### config.mk
export PLATFORM = sky130hd
export DESIGN_NAME = ap_gap_timer
export DESIGN_NICKNAME = d
export VERILOG_FILES = /design/src/rtl/ap_gap_pkg.sv /design/src/rtl/ap_gap_timer.sv
export SDC_FILE = /design/constraint.sdc
export NUM_CORES = 1
export LEC_CHECK = 0
export BUFFER_PORTS_ARGS = -buffer_cell sky130_fd_sc_hd__buf_2
export CAP_MARGIN = 20
export CORE_MARGIN = 2
export CORE_UTILIZATION = 50
export CTS_BUF_LIST = sky130_fd_sc_hd__clkbuf_8
export CTS_CLUSTER_DIAMETER = 60
export DETAILED_ROUTE_END_ITERATION = 6
export PLACE_DENSITY = 0.87
export SYNTH_ARGS = -nofsm -noshare
export SYNTH_HDL_FRONTEND = slang
export SYNTH_SLANG_ARGS = --single-unit
### constraint.sdc
create_clock -name clk -period 5.2 [get_ports clk]
set_input_delay 0 -clock clk [delete_from_list [all_inputs] [get_ports clk]]
set_output_delay 0 -clock clk [all_outputs]
set_load 0.03 [all_outputs]
### src/rtl/ap_gap_pkg.sv
package ap_gap_pkg;

    localparam int GAP_W = 6;

    typedef enum logic [2:0] {
        CMD_NOP  = 3'd0,
        CMD_ACT  = 3'd1,
        CMD_RD   = 3'd2,
        CMD_WR   = 3'd3,
        CMD_PRE  = 3'd4,
        CMD_REF  = 3'd5,
        CMD_MODE = 3'd6,
        CMD_RSV  = 3'd7
    } cmd_e;

    typedef enum logic [1:0] {
        BK_IDLE,
        BK_OPEN,
        BK_ACCESS,
        BK_CLOSING
    } bank_st_e;

    typedef enum logic [2:0] {
        VC_NONE     = 3'd0,
        VC_RDA_RD   = 3'd1,
        VC_RDA_WR   = 3'd2,
        VC_WRA_RD   = 3'd3,
        VC_WRA_WR   = 3'd4,
        VC_NOT_IDLE = 3'd5
    } viol_e;

    typedef struct packed {
        logic [GAP_W-1:0] gap_rr;   // read-ap source, read follower
        logic [GAP_W-1:0] gap_rw;   // read-ap source, write follower
        logic [GAP_W-1:0] gap_wr;   // write-ap source, read follower
        logic [GAP_W-1:0] gap_ww;   // write-ap source, write follower
        logic [GAP_W-1:0] acc_rd;   // access period of a read with ap
        logic [GAP_W-1:0] acc_wr;   // access period of a write with ap
        logic [GAP_W-1:0] trp;      // precharge period
    } gap_cfg_t;

endpackage

### src/rtl/ap_gap_timer.sv
module ap_gap_timer
    import ap_gap_pkg::*;
#(
    parameter int BANK_W = 2
) (
    input  logic              clk,
    input  logic              rst_n,
    input  cmd_e              cmd,
    input  logic [BANK_W-1:0] bank,
    input  logic              ap,
    input  gap_cfg_t          thr,
    output viol_e             gap_code,
    output logic              rd_rdy,
    output logic              wr_rdy
);

    logic [GAP_W-1:0]  rd_cnt;
    logic [GAP_W-1:0]  wr_cnt;
    logic [BANK_W-1:0] src_bank;
    logic              src_wr;
    logic              ap_access;
    logic              other_bank;

    assign ap_access  = ap && (cmd == CMD_RD || cmd == CMD_WR);
    assign other_bank = (bank != src_bank);

    always_ff @(posedge clk) begin
        if (!rst_n) begin
            rd_cnt   <= '0;
            wr_cnt   <= '0;
            src_bank <= '0;
            src_wr   <= 1'b0;
        end else if (ap_access) begin
            src_bank <= bank;
            src_wr   <= (cmd == CMD_WR);
            rd_cnt   <= ((cmd == CMD_WR) ? thr.gap_wr : thr.gap_rr) - GAP_W'(1);
            wr_cnt   <= ((cmd == CMD_WR) ? thr.gap_ww : thr.gap_rw) - GAP_W'(1);
        end else begin
            if (rd_cnt != '0) rd_cnt <= rd_cnt - GAP_W'(1);
            if (wr_cnt != '0) wr_cnt <= wr_cnt - GAP_W'(1);
        end
    end

    always_comb begin
        gap_code = VC_NONE;
        if (cmd == CMD_RD && other_bank && rd_cnt != '0) begin
            gap_code = src_wr ? VC_WRA_RD : VC_RDA_RD;
        end else if (cmd == CMD_WR && other_bank && wr_cnt != '0) begin
            gap_code = src_wr ? VC_WRA_WR : VC_RDA_WR;
        end
    end

    assign rd_rdy = (rd_cnt == '0);
    assign wr_rdy = (wr_cnt == '0);

endmodule

==> results of run 1 <==
[flip-flops by register name, indices dropped and copies added (netlist names)]
register  flops
rd_cnt        6
wr_cnt        6
src_bank      2
src_wr        1
[final cells by class]
type | count | area, sq um | area share
clock buffers | 3 | 41.3 | 0.0323
flip-flops and latches | 15 | 300 | 0.235
multi-input cells | 102 | 709 | 0.554
inverters | 3 | 11.3 | 0.00880
clock inverters | 1 | 3.75 | 0.00293
well taps | 27 | 33.8 | 0.0264
repair buffers | 36 | 180 | 0.141
[kinds of logic after synthesis]
| group | Yosys count | synth area share |
|---|---|---|
| compound gates | 29 | 0.170 |
| xor+xnor | 3 | 0.0248 |
| fa+ha+maj | 2 | 0.0236 |
| buf+inv | 9 | 0.0483 |
| flops | 15 | 0.283 |
| mux | 22 | 0.228 |
| simple gates | 46 | 0.223 |
[worst paths after layout]
| check | from | endpoint | depth (start not counted) |
|---|---|---|---|
| setup reg to reg | wr_cnt[0]$_SDFFE_PN0P_ | wr_cnt[5]$_SDFFE_PN0P_ | 4 |
| hold / removal | bank[0] | src_bank[0]$_SDFFE_PN0N_ | 3 |
| hold reg to reg | src_bank[1]$_SDFFE_PN0N_ | src_bank[1]$_SDFFE_PN0N_ | 2 |
| setup / recovery | cmd[2] | rd_cnt[4]$_SDFFE_PN0P_ | 9 |
[where the power goes]
| part | switching, W | internal (W) |
|---|---|---|
| Combinational | 0.000147 | 0.000118 |
| Sequential | 0.0000248 | 0.000151 |
| Clock | 0.0000418 | 0.0000523 |
| Total | 0.000214 | 0.000321 |
[cell usage in the layout, fill, tap and decap left out]
cell and instances:
a211o_1 2, a211oi_1 3, a21boi_0 1, a21o_1 1
a21oi_1 13, a31o_2 2, and2_1 2, and2b_1 1
and3_1 1, and3b_1 1, buf_2 36, clkbuf_8 3
dfxtp_1 15, ha_1 2, inv_1 4, mux2_2 9
mux2_4 2, mux2i_1 11, nand2_1 10, nand3_1 1
nand3b_1 1, nor2_1 13, nor3_1 4, nor4_1 5
nor4b_1 2, o211ai_1 2, o21ai_0 4, o31ai_1 1
or2_2 1, or3_1 2, or4_1 2, xnor2_1 1
xor2_1 2
[metal layers]
metal  GRT usage  wire (um)
met1       0.249       1110
met5           0          0
met3      0.0212        127
met4      0.0648         29
met2       0.360       1250
[per-stage QoR]
step	cell area (sq um)	power (W)	setup slack [ns]	util
after global routing	1280	0.000569	3.17	0.646
final	1280	0.000535	3.35	0.646
after CTS	1280	0.000532	3.38	0.646
after detailed placement	1230	0.000435	3.09	0.623
after global placement	1230	0.000422	3.18	0.623
after floorplan	1060	0.000375	3.40	-
[worst min-delay path, cell delays in order]
cell and delay (ns):
buf_2 0.11, nand2_1 0.05, a21oi_1 0.05
==> results.py, run 1 <==
metrics = {
    "global_route": {
        "antenna_found_initial": 0,
        "grt_pass1_wl_mm": 4.00,
        "grt_usage": 0.202,
        "grt_max_degree": 23,
        "grt_overflow_total": 0,
        "grt_pass1_vias": 962,
    },
    "yosys": {
        "syn-cell-area_sq_um": 1060,
        "synth-edff-count": 0,
        "synth_area_leaders": "dfxtp_1, mux2i_1, mux2_2",
        "postSynth.asyncResetShare": 0,
        "syn-instance-count": 126,
        "ys.flop_type": "dfxtp_1",
        "synth_top_area_cell": "dfxtp_1",
        "yosysTopAreaCellShare": 0.283,
        "ys_warn_count": 0,
        "ys_seq_elements": 15,
        "synth_commonest_cells": "dfxtp_1, a21oi_1, nor2_1, mux2i_1, nand2_1",
        "syn_area_per_cell_sq_um": 8.42,
        "syn_nets": 178,
        "synth_seq_area_share": 0.283,
        "synth_cell_type_count": 34,
        "synth.most_common_cell": "dfxtp_1",
    },
    "clock_network": {
        "cts_buffer_depth": 2,
        "clk_pin_slew_worst_paths_ns": 0.06,
        "clock_latency_ns": 0.25,
        "htreeDepth": 1,
        "cts-root-buf": "clkbuf_8",
        "post-cts-setup-buffers": 0,
        "cts_hold_buf": 0,
        "cts_buffers": 3,
        "clock-sinks": 15,
        "cts-resized-gates": 0,
        "cts_tree": "built",
    },
    "setup_path": {
        "cp.arrival_ns": 2.04,
        "cp_max_fo": 22,
        "rrSetupSlack_ns": 3.55,
        "cpPeakStageDelay_ns": 0.62,
        "path_class": "primary input to flop",
        "worst-path-buf-inv": 2,
        "slowest_stage": "nand3b_1",
        "cp-start-kind": "primary input",
        "cp.required_ns": 5.38,
        "cp_common_cell": "a21oi_1",
        "critical_path.top_delay_family": "simple AND/OR/NAND/NOR gates",
        "end_kind": "flop",
        "path_cells": "buf_2 > nand3b_1 > nor2_1 > a21oi_1 > ha_1 > inv_1 > nor4_1 > or3_1 > a21oi_1",
    },
    "power_and_ir_drop": {
        "vdd_drop_max_mv": 0.243,
        "power.density_nw_per_um2": 418,
        "p_leak_nw": 0.575,
    },
    "outcome": {
        "status": "finished clean",
    },
    "floorplanning": {
        "die_area_sq_um": 2510,
        "fp-row-count": 16,
        "die_h_um": 50.1,
        "core_sq_um": 1980,
        "ioPinCount": 55,
        "start_util": 0.535,
        "fp.dieW_um": 50.1,
    },
    "layout": {
        "syn2layout_area_growth_pct": 20.6,
        "drive_gt1_frac": 0.331,
        "final_cell_count_no_fill": 187,
        "nets": 213,
        "num_antenna_cells": 0,
        "final.fill_count": 177,
    },
    "routing": {
        "drc": 0,
        "first_pass_iters": 4,
        "routedWlPerCell_um": 13.5,
        "wirelength_mm": 2.52,
        "avgViaCountPerCell": 5.72,
        "route.antenna.remaining_nets": 0,
        "drt_iter0_drc": 17,
        "vias": 1070,
    },
    "sta": {
        "grt_setup_unrepaired": "no",
        "post-route-period-util": 0.357,
        "slew_headroom": 0.460,
        "slew_violations": 0,
        "hold_violations": 0,
        "hold_ws_ns": 0.00418,
        "finClkSkew_ns": 0.000633,
        "setup_viol": 0,
        "worstMarginPinSlew_ns": 0.807,
        "fin_crit_ns": 1.85,
        "tns_ns": 0,
        "fmax_mhz": 539,
    },
    "run": {
        "cap_violations": 0,
    },
    "placed_design": {
        "io_buffers": 36,
        "hpwl_mm": 1.85,
        "place_congestion": 0.783,
        "place_inst": 183,
    },
    "hold_path": {
        "hp-class": "primary input to flop",
    },
}
(Power assumes the default switching activity.)
==> inputs of run 2 (changes only) <==
--- a/config.mk
+++ b/config.mk
@@ -8,11 +8,11 @@
 export BUFFER_PORTS_ARGS = -buffer_cell sky130_fd_sc_hd__buf_2
 export CAP_MARGIN = 20
 export CORE_MARGIN = 2
-export CORE_UTILIZATION = 50
+export CORE_UTILIZATION = 42
 export CTS_BUF_LIST = sky130_fd_sc_hd__clkbuf_8
 export CTS_CLUSTER_DIAMETER = 60
 export DETAILED_ROUTE_END_ITERATION = 6
-export PLACE_DENSITY = 0.87
+export PLACE_DENSITY = 0.78
 export SYNTH_ARGS = -nofsm -noshare
 export SYNTH_HDL_FRONTEND = slang
 export SYNTH_SLANG_ARGS = --single-unit
==> constraint.sdc (replaced) <==
create_clock -name clk -period 1.5 [get_ports clk]
set_input_delay 0 -clock clk [delete_from_list [all_inputs] [get_ports clk]]
set_output_delay 0 -clock clk [all_outputs]
set_load 0.03 [all_outputs]
==> run 2 against run 1 <==
Net effect: non-clock buffer count grew 18; combinational power rose to 4.3 times the previous value; cell area grew 16%; largest cell class unchanged.
==> results.py, run 2 (synthesis results as in run 1) <==
metrics = {
    "placed_design": {
        "place_congestion": 0.772,
        "io_buffers": 36,
        "place_inst": 204,
        "place_area_sq_um": 1400,
        "hpwl_mm": 2.06,
    },
    "routing": {
        "drc": 0,
        "first_pass_iters": 4,
        "route.antenna.remaining_nets": 0,
        "avgViaCountPerCell": 5.35,
        "wirelength_mm": 2.70,
        "routedWlPerCell_um": 13.0,
        "vias": 1113,
        "drt_iter0_drc": 17,
    },
    "hold_path": {
        "whs_path_depth": 3,
        "hp-class": "primary input to flop",
    },
    "outcome": {
        "status": "finished clean",
    },
    "sta": {
        "grt_setup_unrepaired": "yes",
        "fin_crit_ns": 1.44,
        "setup_viol": 0,
        "finClkSkew_ns": 0.00124,
        "fmax_mhz": 697,
        "slew_headroom": 0.730,
        "hold_violations": 0,
        "tns_ns": 0,
        "worstMarginPinSlew_ns": 0.401,
        "post-route-period-util": 0.957,
        "hold_ws_ns": 0.00960,
        "slew_violations": 0,
    },
    "floorplanning": {
        "ioPinCount": 55,
        "core_sq_um": 2430,
        "die_h_um": 54.3,
        "die_area_sq_um": 2940,
        "fp.dieW_um": 54.3,
        "fp-row-count": 18,
        "start_util": 0.436,
    },
    "clock_network": {
        "clock-sinks": 15,
        "cts_buffer_depth": 2,
        "cts_tree": "built",
        "cts-root-buf": "clkbuf_8",
        "post-cts-setup-buffers": 0,
        "clock_latency_ns": 0.25,
        "cts_hold_buf": 0,
        "htreeDepth": 1,
        "clk_pin_slew_worst_paths_ns": 0.06,
        "cts_buffers": 3,
    },
    "layout": {
        "nets": 231,
        "drive_gt1_frac": 0.455,
        "final_common_cell": "buf_2",
        "fin_area_sq_um": 1480,
        "num_antenna_cells": 0,
        "syn2layout_area_growth_pct": 39.9,
        "final_cell_count_no_fill": 208,
        "top_regs": "rd_cnt: 6 flops, wr_cnt: 6 flops, src_bank: 2 flops",
        "final_cell_mix": "buf_2, buf_4, dfxtp_1",
        "final.fill_count": 189,
    },
    "setup_path": {
        "cp-endpoint": "rd_cnt[5]$_SDFFE_PN0P_",
        "cp_max_fo": 4,
        "r2r-end": "rd_cnt[5]$_SDFFE_PN0P_",
        "rrSetupSlack_ns": 0.06,
        "path_class": "flop to flop",
        "cp-start-kind": "flop",
        "reg2reg_depth": 3,
        "cp.arrival_ns": 1.62,
        "worstSetupStartpoint": "rd_cnt[0]$_SDFFE_PN0P_",
        "reg2reg_from": "rd_cnt[0]$_SDFFE_PN0P_",
        "cp.required_ns": 1.68,
        "end_kind": "flop",
    },
    "run": {
        "cap_violations": 0,
    },
    "global_route": {
        "grt_pass1_wl_mm": 4.11,
        "grt_pass1_vias": 1048,
        "grt_usage": 0.192,
        "grt_max_degree": 16,
        "grt_overflow_total": 0,
        "antenna_found_initial": 0,
    },
    "power_and_ir_drop": {
        "power_w": 0.00211,
        "vdd_drop_max_mv": 0.815,
        "p_leak_nw": 0.678,
        "power.density_nw_per_um2": 1420,
    },
}
==> run 2: changes by cell type in the layout (fill, tap and decap cells not counted), moves of 2 or more <==
cell,before,now
buf_4,0,17
a21oi_1,13,11
a21oi_2,0,2
nor3_1,4,2
nor3_2,0,2
nor4_1,5,3
==> run 2: per-stage QoR <==
step / setup WS [ns] / utilization
after floorplan: 0.0247 / -
after CTS: 0.0264 / 0.599
final: 0.0647 / 0.610
after detailed placement: -0.165 / 0.574
after global routing: -0.0858 / 0.610
after global placement: -0.0820 / 0.574
==> run 2: timing repair <==
| action | in CTS | in global routing |
|---|---|---|
| setup endpoints to repair | 2 | 4 |
| gates resized for setup | 3 | 6 |
| pin swaps | 0 | 1 |
==> run 2: power breakdown <==
| group | switching, W | internal, W | leakage, nW |
|---|---|---|---|
| Sequential | 0.000123 | 0.000523 | 0.124 |
| Combinational | 0.000548 | 0.000589 | 0.527 |
| Clock | 0.000147 | 0.000181 | 0.0269 |
| Total | 0.000818 | 0.00129 | 0.678 |
==> run 2: cell type report <==
| type | instances | area (sq um) | share of cell area |
|---|---|---|---|
| clock buffer | 3 | 41.3 | 0.0278 |
| inverter | 3 | 11.3 | 0.00759 |
| timing repair buffer | 54 | 330 | 0.223 |
| clock inverter | 1 | 3.75 | 0.00253 |
| tap | 30 | 37.5 | 0.0253 |
| multi-input combinational | 102 | 759 | 0.512 |
| sequential | 15 | 300 | 0.202 |
==> run 2: critical path, cell delays in order, from the launching register on <==
cell      delay [ns]
dfxtp_1         0.36
or4_4           0.57
a211oi_2        0.24
mux2i_1         0.20
==> run 2: worst min path at each step <==
stage,end,from
2_1_floorplan,src_bank[0]$_SDFFE_PN0N_,bank[0]
3_3_place_gp,src_bank[1]$_SDFFE_PN0N_,bank[1]
3_5_place_dp,src_bank[1]$_SDFFE_PN0N_,bank[1]
4_1_cts,src_bank[1]$_SDFFE_PN0N_,bank[1]
5_1_grt,src_bank[1]$_SDFFE_PN0N_,bank[1]
6_report,src_bank[1]$_SDFFE_PN0N_,bank[1]
==> run 2: per-layer routing <==
layer / vias up / part of all wire / GRT usage
met3: 4 / 0.048 / 0.0328
li1: 569 / - / -
met4: 0 / 0.016 / 0.0875
met2: 31 / 0.50 / 0.351
met5: - / 0 / 0
met1: 509 / 0.43 / 0.214
==> inputs of run 3 (changes only) <==
--- a/config.mk
+++ b/config.mk
@@ -8,11 +8,11 @@
 export BUFFER_PORTS_ARGS = -buffer_cell sky130_fd_sc_hd__buf_2
 export CAP_MARGIN = 20
 export CORE_MARGIN = 2
-export CORE_UTILIZATION = 42
+export CORE_UTILIZATION = 50
 export CTS_BUF_LIST = sky130_fd_sc_hd__clkbuf_8
 export CTS_CLUSTER_DIAMETER = 60
 export DETAILED_ROUTE_END_ITERATION = 6
-export PLACE_DENSITY = 0.78
+export PLACE_DENSITY_LB_ADDON = 0.15
 export SYNTH_ARGS = -nofsm -noshare
 export SYNTH_HDL_FRONTEND = slang
 export SYNTH_SLANG_ARGS = --single-unit
==> constraint.sdc (replaced) <==
create_clock -name clk -period 1.7 [get_ports clk]
set_input_delay 0 -clock clk [delete_from_list [all_inputs] [get_ports clk]]
set_output_delay 0 -clock clk [all_outputs]
set_load 0.03 [all_outputs]
==> run 3 against run 2 <==
Net effect: core utilization rose by 6.3 points; via count fell by 4.1%; first-iteration DRC count fell by 18%; critical path depth rose by 2; total power fell by 21%; non-clock buffer count fell by 11; sequential power fell by 17%; cell area fell by 10%; combinational power fell by 26%; count of clock-buffer cells in the layout did not move; register-to-register slack improved by 0.06 ns.
==> results.py, run 3 (synthesis results as in run 1) <==
metrics = {
    "routing": {
        "route.antenna.remaining_nets": 0,
        "avgViaCountPerCell": 5.50,
        "met2_length_mm": 1.26,
        "wl_met3_um": 109,
        "routedWlPerCell_um": 13.2,
        "drc": 0,
        "vias": 1067,
        "drt_iter0_drc": 14,
        "top_layer_used": "met4",
        "first_pass_iters": 4,
        "wirelength_mm": 2.56,
        "met1_length_mm": 1.17,
    },
    "setup_path": {
        "cp.arrival_ns": 1.61,
        "cp-start-kind": "flop",
        "end_kind": "output port",
        "path_class": "flop to output port",
        "cp_max_fo": 3,
        "cp.required_ns": 1.70,
    },
    "power_and_ir_drop": {
        "swShare": 0.391,
        "clockPowerShare": 0.173,
        "vdd_drop_max_mv": 0.752,
        "internal-power_w": 0.00101,
        "p_leak_nw": 0.607,
        "p_switching_w": 0.000649,
        "comb_power_share": 0.505,
        "pwr-share-seq": 0.322,
        "power.density_nw_per_um2": 1240,
    },
    "clock_network": {
        "cts-root-buf": "clkbuf_8",
        "cts_buffer_depth": 2,
        "cts-resized-gates": 0,
        "cts_hold_buf": 0,
        "cts_buffers": 3,
        "htreeDepth": 1,
        "cts_tree": "built",
        "clock-sinks": 15,
        "clk_pin_slew_worst_paths_ns": 0.06,
        "post-cts-setup-buffers": 0,
        "clock_latency_ns": 0.24,
    },
    "sta": {
        "setup_viol": 0,
        "grt_setup_unrepaired": "no",
        "post-route-period-util": 0.947,
        "fin_crit_ns": 1.61,
        "tns_ns": 0,
        "worstMarginPinSlew_ns": 0.523,
        "slew_violations": 0,
        "fmax_mhz": 621,
        "hold_ws_ns": 0.0129,
        "finClkSkew_ns": 0.000529,
        "slew_headroom": 0.648,
        "hold_violations": 0,
    },
    "layout": {
        "final_cell_mix": "buf_2, dfxtp_1, nor2_1, a21oi_1, mux2i_1",
        "final_common_cell": "buf_2",
        "syn2layout_area_growth_pct": 25.7,
        "fin_area_sq_um": 1330,
        "drive_gt1_frac": 0.365,
        "final_cell_count_no_fill": 194,
        "final.fill_count": 183,
        "num_antenna_cells": 0,
        "nets": 220,
        "top_regs": "rd_cnt: 6 flops, wr_cnt: 6 flops, src_bank: 2 flops",
    },
    "floorplanning": {
        "ioPinCount": 55,
        "fp-row-count": 16,
        "fp.dieW_um": 50.1,
        "die_h_um": 50.1,
        "start_util": 0.535,
        "die_area_sq_um": 2510,
        "core_sq_um": 1980,
    },
    "global_route": {
        "grt_pass1_wl_mm": 4.28,
        "grt_usage": 0.216,
        "grt_max_degree": 15,
        "grt_overflow_total": 0,
        "grt_pass1_vias": 1005,
        "antenna_found_initial": 0,
    },
    "placed_design": {
        "io_buffers": 36,
        "hpwl_mm": 2.04,
        "place_area_sq_um": 1290,
        "place_inst": 190,
        "place_congestion": 0.848,
    },
    "run": {
        "cap_violations": 0,
    },
    "outcome": {
        "status": "finished clean",
    },
    "hold_path": {
        "hp-class": "primary input to flop",
    },
}
==> run 3: cell count changes in the layout (fill, tap and decap cells not counted), moves of 2 or more <==
cell and delta:
buf_4 -10, a21oi_1 +2, nor3_1 +2, a21oi_2 -2, nor4_1 +2, nor3_2 -2
==> run 3: worst paths after layout <==
check | from | endpoint | slack, ns | depth (start not counted)
max | rd_cnt[4]$_SDFFE_PN0P_ | gap_code[1] | 0.09 | 5
min | bank[1] | src_bank[1]$_SDFFE_PN0N_ | 0.01 | 3
max reg2reg | rd_cnt[0]$_SDFFE_PN0P_ | rd_cnt[5]$_SDFFE_PN0P_ | 0.12 | 3
min reg2reg | src_bank[1]$_SDFFE_PN0N_ | src_bank[1]$_SDFFE_PN0N_ | 0.47 | 2
==> run 3: final cells by class <==
type	instances	area, sq um	share of cell area
clock buffers	3	41.3	0.0310
clock inverters	1	5.00	0.00375
inverters	3	11.3	0.00844
multi-input cells	102	709	0.532
flip-flops and latches	15	300	0.225
well taps	27	33.8	0.0253
repair buffers	43	233	0.174
==> run 3: layer usage <==
metal,vias up,track usage
li1,547,-
met1,487,0.269
met2,31,0.401
met3,2,0.0242
met4,0,0.0278
met5,-,0
==> run 3: worst max-delay path, cell delays in order (launching register included) <==
cell     delay (ns)
dfxtp_1        0.32
nor4_1         0.50
a21oi_1        0.15
mux2i_1        0.15
nor2_1         0.05
buf_2          0.19
==> run 3: power groups by stage <==
stage	Sequential (W)	Combinational, W	Clock, W
floorplan	0.000518	0.000628	0
global placement	0.000536	0.000803	0
detailed placement	0.000540	0.000831	0
CTS	0.000532	0.000838	0.000290
global route	0.000545	0.000938	0.000314
finish	0.000534	0.000839	0.000287
==> run 3: metrics by stage <==
step                      total power (W)   util  setup slack, ns
after detailed placement          0.00137  0.650         -0.00722
after floorplan                   0.00115      -           0.0970
after CTS                         0.00166  0.673            0.125
final                             0.00166  0.673           0.0905
after global placement            0.00134  0.650           0.0324
after global routing              0.00180  0.673           0.0311
